<file path="src/rtl/dmarf_pkg.sv">
package dmarf_pkg;

  // Register index presented to the channel engines with each write strobe
  typedef enum logic [2:0] {
    REG_DESC_HI   = 3'd0,
    REG_DESC_LO   = 3'd1,
    REG_XFER_LEN  = 3'd2,
    REG_BUF_LEN   = 3'd3,
    REG_RX_ENABLE = 3'd4,
    REG_ROW_BYTES = 3'd5
  } chanReg_e;

  // Source selected for the registered read path
  typedef enum logic [2:0] {
    RD_NONE    = 3'd0,
    RD_STAT    = 3'd1,
    RD_PEND    = 3'd2,
    RD_EN      = 3'd3,
    RD_ADDRCTL = 3'd4
  } rdSel_e;

  // Strobes from the decoder to the global register datapath
  typedef struct packed {
    logic   wrStat;
    logic   wrEn;
    logic   wrAddrCtl;
    rdSel_e rdSel;
  } ctrlStrobes_t;

endpackage

</file>
<file path="src/rtl/dmarf_decode.sv">
module dmarf_decode
  import dmarf_pkg::*;
#(
  parameter int ADDR_W    = 20,
  parameter int NUM_PAIRS = 4,
  parameter int NCH       = 2 * NUM_PAIRS,
  parameter int GLOB_BASE = 'h80000
) (
  input  logic [ADDR_W-1:0] busAddr,
  input  logic              busWr,
  input  logic              busRd,
  output ctrlStrobes_t      ctrl,
  output logic [NCH-1:0]    chanWe,
  output logic [2:0]        chanRegIdx
);

  localparam int PAIR_SHIFT = 6;
  localparam int PAIR_W     = ADDR_W - PAIR_SHIFT;
  localparam logic [ADDR_W-1:0] STAT_ADDR    = ADDR_W'(GLOB_BASE);
  localparam logic [ADDR_W-1:0] PEND_ADDR    = ADDR_W'(GLOB_BASE + 4);
  localparam logic [ADDR_W-1:0] EN_ADDR      = ADDR_W'(GLOB_BASE + 8);
  localparam logic [ADDR_W-1:0] ADDRCTL_ADDR = ADDR_W'('h34);

  logic [PAIR_W-1:0] pairNum;
  logic [5:0]        pairOff;
  logic              inChanArea;
  logic              offHit;
  logic              isTx;
  chanReg_e          regIdx;

  assign pairNum    = busAddr[ADDR_W-1:PAIR_SHIFT];
  assign pairOff    = busAddr[PAIR_SHIFT-1:0];
  assign inChanArea = (32'(pairNum) < NUM_PAIRS);

  // Offset inside a pair -> direction and register index
  always_comb begin
    offHit = 1'b1;
    isTx   = 1'b0;
    regIdx = REG_DESC_HI;
    unique case (pairOff)
      6'h00: regIdx = REG_DESC_HI;
      6'h04: regIdx = REG_DESC_LO;
      6'h0C: regIdx = REG_XFER_LEN;
      6'h10: regIdx = REG_BUF_LEN;
      6'h14: regIdx = REG_RX_ENABLE;
      6'h30: regIdx = REG_ROW_BYTES;
      6'h18: begin isTx = 1'b1; regIdx = REG_DESC_HI;  end
      6'h1C: begin isTx = 1'b1; regIdx = REG_DESC_LO;  end
      6'h24: begin isTx = 1'b1; regIdx = REG_BUF_LEN;  end
      6'h2C: begin isTx = 1'b1; regIdx = REG_XFER_LEN; end
      default: offHit = 1'b0;
    endcase
  end

  // One strobe per channel; even = receive, odd = transmit
  for (genvar c = 0; c < NCH; c++) begin : g_chanStrobe
    assign chanWe[c] = busWr && inChanArea && offHit &&
                       (pairNum == PAIR_W'(c / 2)) && (isTx == ((c % 2) == 1));
  end

  assign chanRegIdx = regIdx;

  // Global area decode
  always_comb begin
    ctrl.wrStat    = busWr && (busAddr == STAT_ADDR);
    ctrl.wrEn      = busWr && (busAddr == EN_ADDR);
    ctrl.wrAddrCtl = busWr && (busAddr == ADDRCTL_ADDR);
    ctrl.rdSel     = RD_NONE;
    if (busRd) begin
      if (busAddr == STAT_ADDR)         ctrl.rdSel = RD_STAT;
      else if (busAddr == PEND_ADDR)    ctrl.rdSel = RD_PEND;
      else if (busAddr == EN_ADDR)      ctrl.rdSel = RD_EN;
      else if (busAddr == ADDRCTL_ADDR) ctrl.rdSel = RD_ADDRCTL;
    end
  end

endmodule

</file>
<file path="src/rtl/dmarf_regs.sv">
module dmarf_regs
  import dmarf_pkg::*;
#(
  parameter int NCH = 8
) (
  input  logic           clk,
  input  logic           rstN,
  input  ctrlStrobes_t   ctrl,
  input  logic [31:0]    busWdata,
  input  logic [NCH-1:0] doneIn,
  output logic [31:0]    rdData,
  output logic           irq,
  output logic           wideAddr,
  output logic [NCH-1:0] statQ,
  output logic [NCH-1:0] enQ
);

  logic [NCH-1:0] clrMask;
  logic [NCH-1:0] pendVec;
  logic           addrCtlQ;

  assign clrMask = ctrl.wrStat ? busWdata[NCH-1:0] : '0;
  assign pendVec = statQ & enQ;

  always_ff @(posedge clk) begin
    if (!rstN) begin
      statQ    <= '0;
      enQ      <= '0;
      addrCtlQ <= 1'b0;
    end else begin
      // Set from a done pulse wins over a clear in the same cycle
      statQ <= (statQ & ~clrMask) | doneIn;
      if (ctrl.wrEn)      enQ      <= busWdata[NCH-1:0];
      if (ctrl.wrAddrCtl) addrCtlQ <= busWdata[0];
    end
  end

  always_ff @(posedge clk) begin
    if (!rstN) begin
      rdData <= '0;
    end else begin
      unique case (ctrl.rdSel)
        RD_STAT:    rdData <= 32'(statQ);
        RD_PEND:    rdData <= 32'(pendVec);
        RD_EN:      rdData <= 32'(enQ);
        RD_ADDRCTL: rdData <= 32'(addrCtlQ);
        default:    rdData <= '0;
      endcase
    end
  end

  assign irq      = |pendVec;
  assign wideAddr = addrCtlQ;

endmodule

</file>
<file path="src/rtl/dmarf_top.sv">
module dmarf_top
  import dmarf_pkg::*;
#(
  parameter int ADDR_W    = 20,
  parameter int NUM_PAIRS = 4,
  parameter int GLOB_BASE = 'h80000,
  parameter int NCH       = 2 * NUM_PAIRS
) (
  input  logic              clk,
  input  logic              rstN,
  input  logic [ADDR_W-1:0] busAddr,
  input  logic [31:0]       busWdata,
  input  logic              busWr,
  input  logic              busRd,
  input  logic [NCH-1:0]    doneIn,
  output logic [31:0]       rdData,
  output logic [NCH-1:0]    chanWe,
  output logic [2:0]        chanRegIdx,
  output logic [31:0]       chanWdata,
  output logic              irq,
  output logic              wideAddr
);

  ctrlStrobes_t   ctrl;
  logic [NCH-1:0] statQ;
  logic [NCH-1:0] enQ;

  dmarf_decode #(
    .ADDR_W(ADDR_W), .NUM_PAIRS(NUM_PAIRS), .NCH(NCH), .GLOB_BASE(GLOB_BASE)
  ) decode_i (
    .busAddr(busAddr), .busWr(busWr), .busRd(busRd),
    .ctrl(ctrl), .chanWe(chanWe), .chanRegIdx(chanRegIdx)
  );

  dmarf_regs #(.NCH(NCH)) regs_i (
    .clk(clk), .rstN(rstN), .ctrl(ctrl), .busWdata(busWdata), .doneIn(doneIn),
    .rdData(rdData), .irq(irq), .wideAddr(wideAddr), .statQ(statQ), .enQ(enQ)
  );

  assign chanWdata = busWdata;

endmodule

</file>
<file path="config.mk">
export PLATFORM = sky130hd
export DESIGN_NAME = dmarf_top
export DESIGN_NICKNAME = d
export VERILOG_FILES = /design/src/rtl/dmarf_pkg.sv /design/src/rtl/dmarf_decode.sv /design/src/rtl/dmarf_regs.sv /design/src/rtl/dmarf_top.sv
export SDC_FILE = /design/constraint.sdc
export NUM_CORES = 1
export LEC_CHECK = 0
export ABC_CLOCK_PERIOD_IN_PS = 1800
export BUFFER_PORTS_ARGS = -buffer_cell sky130_fd_sc_hd__buf_2
export CORE_UTILIZATION = 36
export DETAILED_ROUTE_END_ITERATION = 16
export HOLD_SLACK_MARGIN = 0.15
export PLACE_DENSITY_LB_ADDON = 0.08
export SLEW_MARGIN = 20
export SYNTH_ARGS = -nofsm -noshare
export SYNTH_HDL_FRONTEND = slang
export SYNTH_HIERARCHICAL = 1
export SYNTH_SLANG_ARGS = --single-unit
export TNS_END_PERCENT = 50
</file>
<file path="constraint.sdc">
create_clock -name clk -period 1.8 [get_ports clk]
set_clock_uncertainty 0.1 [all_clocks]
set_input_delay 0.36 -clock clk [delete_from_list [all_inputs] [get_ports clk]]
set_output_delay 0.36 -clock clk [all_outputs]
set_load 0.1 [all_outputs]
</file>
==> results of run 1 <==
==> cells by family after synthesis <==
logic type,after synthesis,share of synthesized area
and+or+nand+nor,80,0.267
buffers and inverters,67,0.267
AOI/OAI and AO/OA,36,0.138
DFF,25,0.272
muxes,9,0.0489
xor gates and xnor gates,1,0.00475
other,1,0.00203
==> sequential cells by signal (all words and copies together), names as in the netlist <==
name	count
regs_i/wideAddr	1
regs_i/rdData	8
regs_i/enQ	8
regs_i/statQ	8
==> cells in the mapped netlist (2+ instances only) <==
cell type,n
nor4_1,15
dfxtp_1,25
clkbuf_2,2
o21ai_0,3
and3b_1,2
nor4_2,2
o211ai_1,7
buf_4,56
a21oi_2,7
mux2i_1,9
or2_2,2
a21oi_1,9
nand2_1,18
a22oi_1,4
nand4_1,2
nor2_1,3
buf_2,4
nor2b_1,20
nand3_1,3
nand2b_1,5
buf_6,3
==> layout make-up <==
class	count	share of cell area
well taps	67	0.0295
clock buffers	4	0.0158
repair buffers	107	0.332
inverters	1	0.00132
flip-flops and latches	25	0.176
multi-input cells	150	0.446
==> cells in the final DEF (no fill, tap or decap), drive strengths merged, types with 2 or more instances in the layout <==
master	instances
buf	107
clkbuf	4
nor2	3
and3b	2
nand4	3
mux2i	9
o211ai	7
nand2b	5
a22oi	4
nor2b	21
nand3	3
or2	2
nor4b	2
nor4	17
a21oi	16
dfxtp	25
o21ai	4
nand2	19
conb	24
==> per-layer routing <==
metal,part of all wire,vias to the layer above,GRT usage
li1,-,823,-
met1,0.46,766,0.229
met2,0.48,71,0.259
met3,0.062,4,0.0329
met4,0.0013,0,0.0256
met5,0,-,0
==> power by group <==
group	internal, W	switching [W]	total, W
registers	0.000565	0.0000153	0.000581
clock network	0.000158	0.000171	0.000329
logic	0.000148	0.000432	0.000580
total	0.000871	0.000618	0.00149
==> worst max path at each step <==
stage,from,slack [ns],endpoint,cells past startpoint
floorplan,busAddr[8],-0.83,chanWe[0],3
global placement,busAddr[8],-0.35,chanWe[5],7
detailed placement,busAddr[8],-0.39,chanWe[7],7
CTS,busAddr[8],-0.36,chanWe[4],7
global route,busAddr[8],-0.41,chanWe[5],7
finish,busAddr[8],-0.33,chanWe[5],7
==> what timing repair did <==
action	4_1_cts	5_1_grt
resized for setup	18	26
pin swaps	6	13
endpoints found under the setup margin	18	36
buffers inserted	2	5
==> per-stage QoR <==
stage / hold slack (ns) / total power, W / utilization
2_1_floorplan: 0.368 / 0.00130 / -
3_3_place_gp: 0.392 / 0.00113 / 0.530
3_5_place_dp: 0.396 / 0.00113 / 0.530
4_1_cts: 0.208 / 0.00148 / 0.558
5_1_grt: 0.218 / 0.00155 / 0.591
6_report: 0.211 / 0.00149 / 0.591
==> critical path, stage by stage <==
cell and delay, ns:
buf_6 0.09, nor4_4 0.28, buf_4 0.16, nand4_4 0.14
buf_6 0.17, nor4_4 0.25, buf_12 0.21
==> results.md, run 1 <==
* Status: finished, violations left
* Worst Path Arrival at 1.67 ns
* Final setup fails at 11
* Pleak at 1.16 nW
* Synth area leaders: dfxtp_1 (27%), buf_4 (23%), nor2b_1 (6.8%)
* Power Density at 523 nW/um^2
* Post-route non-filler standard cell count at 354
* Number of flops mapped to enable cells by yosys at 0
* Core ar. at 4820 sq um
* Final hold violation count at 0
* Num rows at 25
* Slew Limit Fails at 0
* Vias per cell at 4.70
* 1st-pass router iterations at 4
* Mapped Avg Cell Area at 8.42 sq um
* Detailed placement HPWL at 3450 microns
* Largest vdd supply drop at 0.414 mV
* Vias at 1664
* Mapped Area at 1840 sq um
* Cell Area, Placed at 2550 sq um
* Total gr overflow at 0
* Layout fillers at 426
* Final TNS setup at -2.48 ns
* Highest clock rate at 469 MHz
* CP Launch Type: input port
* Unique masters post-synth at 39
* Crit Path Class: in -> out
* Fin crit share at 1.18
* Antenna fix cells at 0
* Register Area at 500 sq um
* First-pass GRT wire length at 6930 microns
* CTS Buf Count at 3
* FF-to-FF End: regs_i/rdData[0]
* CP max FO at 5
* DIE WIDTH at 73.6 microns
* Critical Path End Type: output pin
* Vias in the first global route at 1445
* Clock-pin slew on the worst setup and hold paths at 0.08 ns
* Synth warnings at 6
* Hold path startpoint: doneIn[0]
* CTS tree: built
* Chip height at 73.6 microns
* WP data required at 1.34 ns
* Initial DRC count at 70
* Initial core utilization at 0.383
* Reg2Reg Depth at 3
* HP Class: in -> reg
* Post-synthesis register bit count at 25
* Multi-input logic area at 1270 sq um
* GP Congestion at 0.759
* Worst Hold Path EP: regs_i/statQ[0]
* DRT antenna net count at 0
* Pin count of the biggest net entering global routing at 14
* Dpl cells at 343
* Total GRT Usage at 0.163
* Yosys top cell area share at 0.272
* Worst skew pair latency at 0.27 ns
* Failing checks: negative setup slack
* Total clock sinks at 25
* RSZ-0062 raised after global routing: true
* R2r startpoint: regs_i/statQ[0]
* Post-synth top flop: dfxtp_1
* Max Cap Violations at 0
* Die area at 5410 sq um
* Fin crit period at 2.13 ns
* Seq/Total Area, Yosys at 0.272
* Area added between synthesis and finish at 54.4%
* Root Driver: clkbuf_8
* DRC viols at 0
* Leading area contributor after synthesis: dfxtp_1
* Layout cells sized above 1 at 0.547
* Reg2reg setup slack at 0.83 ns
* DR WL/cell at 12.8 microns
* I/O pin cnt at 141
* Initial antenna violation count at 0
* Final Cell Area at 2850 sq um
* CTS Buffer Depth at 2
* Fin nets at 352
* Mapped Cells at 219
* Pre-CTS setup slack at -0.391 ns
* Hold Buf Count CTS at 0
* Setup WS post-layout at -0.330 ns
* H-tree depth at 1
* Post-synth ARST share at 0
* Final wirelength at 4530 microns
* PortBufs at 68
* Hold Path Cell Cnt at 3
Power figures use the tool's default switching activity.
==> run 2, diff against run 1 <==
--- a/config.mk
+++ b/config.mk
@@ -7,6 +7,7 @@
 export LEC_CHECK = 0
 export ABC_CLOCK_PERIOD_IN_PS = 1800
 export BUFFER_PORTS_ARGS = -buffer_cell sky130_fd_sc_hd__buf_2
+export CORE_ASPECT_RATIO = 2
 export CORE_UTILIZATION = 36
 export DETAILED_ROUTE_END_ITERATION = 16
 export HOLD_SLACK_MARGIN = 0.15
==> run 2 against run 1 <==
- the flow still finishes with violations (negative setup slack)
- routed wire length up 2.1%
- core utilization fell by 3.4 points
- via count shrank 1.2%
- count of clock-buffer cells in the layout is the same
- flip-flop and latch count stayed put
- sequential power is essentially flat
- die area rose by 0.32%
- clock power about the same
- final cell count decreased by 5.1%
- critical endpoint is now chanWe[1]
==> results.md, run 2 (same netlist as run 1, synthesis figures left out) <==
* Worst skew pair latency at 0.26 ns (about the same)
* Num rows at 36 (+44%)
* CTS tree: built
* Pleak at 1.11 nW (-4.8%)
* Critical Path End Type: output pin
* Vias at 1644 (-1.2%)
* Power Density at 536 nW/um^2 (+2.4%)
* Initial core utilization at 0.375 (-0.00722)
* Antenna fix cells at 0 (unchanged)
* Hold Path Cell Cnt at 3 (unchanged)
* Commonest non-fill, non-tap cell in the layout: buf_2
* FF-to-FF End: regs_i/rdData[0]
* Biggest registers after layout: regs_i/enQ x8, regs_i/rdData x8, regs_i/statQ x8
* Vias per cell at 4.89 (+4.1%)
* Highest clock rate at 481 MHz (+2.6%)
* Initial DRC count at 14 (-80%)
* Hold Buf Count CTS at 0 (unchanged)
* WP data required at 1.34 ns (about the same)
* Total clock sinks at 25 (unchanged)
* Fin nets at 344 (-2.3%)
* Detailed placement HPWL at 3740 microns (+8.4%)
* Status: finished, violations left
* Worst slew pin tran at 0.512 ns
* CTS Buf Count at 3 (unchanged)
* Worst Hold Path EP: regs_i/statQ[2]
* Reg2Reg Depth at 3 (unchanged)
* CP Launch Type: input port
* Max Cap Violations at 0 (unchanged)
* Pin count of the biggest net entering global routing at 20 (+6)
* Fin crit period at 2.08 ns (-0.0530 ns)
* RSZ-0062 raised after global routing: true
* H-tree depth at 1 (unchanged)
* DR WL/cell at 13.8 microns (+7.5%)
* First-pass GRT wire length at 7180 microns (+3.6%)
* Clock-pin slew on the worst setup and hold paths at 0.09 ns (about the same)
* Total gr overflow at 0 (unchanged)
* Final hold violation count at 0 (unchanged)
* DRC viols at 0 (unchanged)
* Crit Path Class: in -> out
* Failing checks: negative setup slack
* Vias in the first global route at 1603 (+11%)
* Setup WS post-layout at -0.277 ns (+0.0530 ns)
* GP Congestion at 0.746 (-1.7%)
* Slew Limit Fails at 0 (unchanged)
* Largest vdd supply drop at 0.511 mV (+23%)
* Worst Path Arrival at 1.62 ns (-0.05 ns)
* I/O pin cnt at 141 (unchanged)
* DRT antenna net count at 0 (unchanged)
* PortBufs at 68 (unchanged)
* Total GRT Usage at 0.175 (+0.0124)
* Chip height at 103 microns (+40%)
* DIE WIDTH at 52.6 microns (-28%)
* Final setup fails at 26 (+15)
* Area added between synthesis and finish at 48.4%
* Slew Limit Headroom at 0.659
* Commonest cells after routing, fill and taps aside: buf_2 (48), dfxtp_1 (25), conb_1 (24)
* Hold path startpoint: doneIn[2]
* Final wirelength at 4620 microns (+2.1%)
* Root Driver: clkbuf_8
* HP Class: in -> reg
* CTS Buffer Depth at 2 (unchanged)
* Reg2reg setup slack at 0.83 ns (about the same)
* Core ar. at 4910 sq um (+1.9%)
* Final design utilization at 0.557 (-0.0338)
* R2r startpoint: regs_i/statQ[0]
* Dpl cells at 328 (-4.4%)
* Initial antenna violation count at 0 (unchanged)
* Layout cells sized above 1 at 0.545 (-0.00224)
* Fin crit share at 1.15 (-0.0294)
* CP max FO at 3 (-2)
* 1st-pass router iterations at 3 (-1)
* Pre-CTS setup slack at -0.396 ns (-0.00543 ns)
* Post-route non-filler standard cell count at 336 (-5.1%)
* Die area at 5430 sq um (+0.32%)
## run 2: changes by cell type in the layout (fill, tap and decap cells not counted), moves of 2 or more
cell     delta
buf_6       -2
nor4_4      -2
nor4_1      +2
a21oi_2     +2
a21oi_1     -2
buf_4       -6
## run 2: worst max-delay path: stages
cell     delay [ns]
buf_2          0.11
nor4_4         0.29
buf_4          0.17
nand4_4        0.10
buf_4          0.17
nor4_4         0.19
buf_12         0.22
## run 2: through the flow
stage                     TNS (ns)  total power (W)  area [sq um]  hold WS [ns]
final                        -3.64          0.00147          2740         0.218
after global routing         -6.52          0.00152          2740         0.219
after CTS                    -2.88          0.00148          2690         0.217
after detailed placement    -10.22          0.00113          2520         0.391
after global placement      -10.32          0.00112          2520         0.379
after floorplan              -8.23          0.00130          2160         0.368
## run 2: area by class of cell
cell class,count,area [sq um]
Tap cell,57,71.3
Multi-Input combinational cell,150,1250
Fill cell,467,2170
Timing Repair Buffer,99,867
Clock buffer,4,45.0
Sequential cell,25,500
Inverter,1,3.75
## run 2: worst max path at each step
stage	start	to	depth (start not counted)
after CTS	busAddr[8]	chanWe[5]	7
after global routing	busAddr[8]	chanWe[3]	7
after floorplan	busAddr[8]	chanWe[0]	3
after global placement	busAddr[13]	regs_i/enQ[2]	8
final	busAddr[12]	chanWe[1]	7
after detailed placement	busAddr[13]	regs_i/enQ[7]	8
## run 2: where the power goes
part           total, W  internal (W)  switching, W
Sequential     0.000583      0.000565     0.0000171
Clock          0.000330      0.000158      0.000172
Combinational  0.000554      0.000131      0.000422
## run 2: per-layer routing
layer | wire [microns] | track usage | part of all wire | up-vias
met2 | 2760 | 0.371 | 0.60 | 62
li1 | - | - | - | 805
met3 | 219 | 0.0234 | 0.047 | 2
met5 | 0 | 0 | 0 | -
met1 | 1610 | 0.154 | 0.35 | 775
met4 | 29 | 0.0587 | 0.0063 | 0
## run 2: repair_timing
action / in CTS / in global routing
gates resized for setup: 28 / 10
pin swaps: 9 / 10
buffers inserted: 5 / 1
endpoints found under the setup margin: 26 / 36
endpoints found under the hold margin: 0 / 0
==> run 3, diff against run 2 <==
--- a/config.mk
+++ b/config.mk
@@ -8,6 +8,7 @@
 export ABC_CLOCK_PERIOD_IN_PS = 1800
 export BUFFER_PORTS_ARGS = -buffer_cell sky130_fd_sc_hd__buf_2
 export CORE_ASPECT_RATIO = 2
+export CORE_MARGIN = 4
 export CORE_UTILIZATION = 36
 export DETAILED_ROUTE_END_ITERATION = 16
 export HOLD_SLACK_MARGIN = 0.15
==> run 3 against run 2 <==
- the run still ends with negative setup slack left
- sequential share of layout area down 0.80 points
- core utilization rose by 2.5 points
- clock power fell by 2%
- critical path type unchanged
- largest power group unchanged
- highest routed layer unchanged
==> results.md, run 3 (same netlist as run 1, synthesis figures left out) <==
* Chip height at 109 microns (+5.8%)
* Detailed placement HPWL at 4010 microns (+7.4%)
* Antenna fix cells at 0 (unchanged)
* Pin count of the biggest net entering global routing at 20 (unchanged)
* Worst Path Arrival at 1.62 ns (about the same)
* Die area at 6400 sq um (+18%)
* Vias in the first global route at 1613 (+0.62%)
* CP max FO at 3 (unchanged)
* CP Launch Type: input port
* DRT met1 WL at 1750 microns (+8.8%)
* DRC viols at 0 (unchanged)
* RSZ-0062 raised after global routing: true
* Highest clock rate at 480 MHz (-0.33%)
* Vias at 1685 (+2.5%)
* Layout cells sized above 1 at 0.590 (+0.0449)
* WP data required at 1.34 ns (about the same)
* Power Density at 516 nW/um^2 (-3.7%)
* CTS Buf Count at 3 (unchanged)
* Clock-pin slew on the worst setup and hold paths at 0.08 ns (about the same)
* Total GRT Usage at 0.155 (-0.0198)
* DR top layer: met4
* Commonest cells after routing, fill and taps aside: buf_2 (51), buf_4 (31), dfxtp_1 (25)
* Total gr overflow at 0 (unchanged)
* Largest vdd supply drop at 0.521 mV (+2.0%)
* Setup WS post-layout at -0.284 ns (-0.00694 ns)
* Worst skew pair latency at 0.26 ns (about the same)
* Final setup fails at 31 (+19%)
* Fin crit share at 1.16 (+0.00385)
* Cell Area, Placed at 2540 sq um (+0.89%)
* DRT antenna net count at 0 (unchanged)
* First-pass GRT wire length at 7760 microns (+8.1%)
* Initial DRC count at 33 (+19)
* Crit Path Class: in -> out
* H-tree depth at 1 (unchanged)
* Core ar. at 4910 sq um (unchanged)
* Failing checks: negative setup slack
* HP Class: in -> reg
* Met3 routed WL at 326 microns (+49%)
* Vias per cell at 4.86 (-0.76%)
* Reg2reg setup slack at 0.84 ns (about the same)
* DIE WIDTH at 58.6 microns (+11%)
* Initial core utilization at 0.375 (unchanged)
* Critical Path End Type: output pin
* GP Congestion at 0.776 (+4.1%)
* Status: finished, violations left
* Commonest non-fill, non-tap cell in the layout: buf_2
* Initial antenna violation count at 0 (unchanged)
* PortBufs at 68 (unchanged)
* Max Cap Violations at 0 (unchanged)
* Hold_ws at 0.222 ns (+0.00331 ns)
* Metal2 WL at 2910 microns (+5.4%)
* Total clock sinks at 25 (unchanged)
* Final Cell Area at 2860 sq um (+4.6%)
* Num rows at 36 (unchanged)
* Reg2Reg Depth at 3 (unchanged)
* Final wirelength at 5040 microns (+9.0%)
* I/O pin cnt at 141 (unchanged)
* 1st-pass router iterations at 4 (+1)
* Area added between synthesis and finish at 55.2%
* CTS tree: built
* CTS Buffer Depth at 2 (unchanged)
* DR WL/cell at 14.5 microns (+5.5%)
* Pleak at 1.16 nW (+5.1%)
* Final hold violation count at 0 (unchanged)
* Biggest registers after layout: regs_i/enQ x8, regs_i/rdData x8, regs_i/statQ x8
* Fin nets at 355 (+3.2%)
* Hold Path Cell Cnt at 3 (unchanged)
* Slew Limit Fails at 0 (unchanged)
* Fin crit period at 2.08 ns (+0.00694 ns)
* Root Driver: clkbuf_8
* Final design utilization at 0.583 (+0.0255)
run 3: routing by layer:
metal | vias up | GRT usage
li1 | 824 | -
met1 | 786 | 0.166
met2 | 69 | 0.305
met3 | 6 | 0.0178
met4 | 0 | 0.0438
met5 | - | 0
run 3: final timing paths:
kind / start / to
worst max register to register: regs_i/statQ[0] / regs_i/rdData[0]
worst max-delay path: busAddr[8] / chanWe[1]
worst min register to register: regs_i/wideAddr / regs_i/rdData[0]
worst min-delay path: doneIn[2] / regs_i/statQ[2]
run 3: timing repair:
action                     in CTS  in global routing
hold buffers                    0                  0
pin swaps                      14                  9
hold endpoints to repair        0                  0
setup buffers                   7                  5
gates cloned                    0                  0
gates resized for setup        24                 20
setup endpoints to repair      35                 37
run 3: critical path: stages:
cell and delay (ns):
buf_6 0.09, nor4_4 0.28, buf_4 0.16, nand4_4 0.13, buf_4 0.18, nor4_4 0.19, buf_12 0.22
run 3: stage by stage:
stage | TNS (ns) | power, W | std cells | setup WS, ns
after floorplan | -8.23 | 0.00130 | 242 | -0.826
after global placement | -11.02 | 0.00113 | 331 | -0.354
after detailed placement | -11.13 | 0.00113 | 331 | -0.363
after CTS | -4.63 | 0.00148 | 342 | -0.292
after global routing | -6.96 | 0.00154 | 347 | -0.358
final | -3.98 | 0.00148 | 347 | -0.284
run 3: cell type report:
| cell class | count | area [sq um] |
|---|---|---|
| multi-input combinational | 150 | 1280 |
| inverter | 1 | 3.75 |
| timing repair buffer | 110 | 961 |
| sequential | 25 | 500 |
| fill | 459 | 2050 |
| tap | 57 | 71.3 |
| clock buffer | 4 | 45.0 |
run 3: report_power, final:
part / switching, W / internal, W
combinational: 0.000428 / 0.000143
clock: 0.000164 / 0.000158
sequential: 0.0000173 / 0.000565
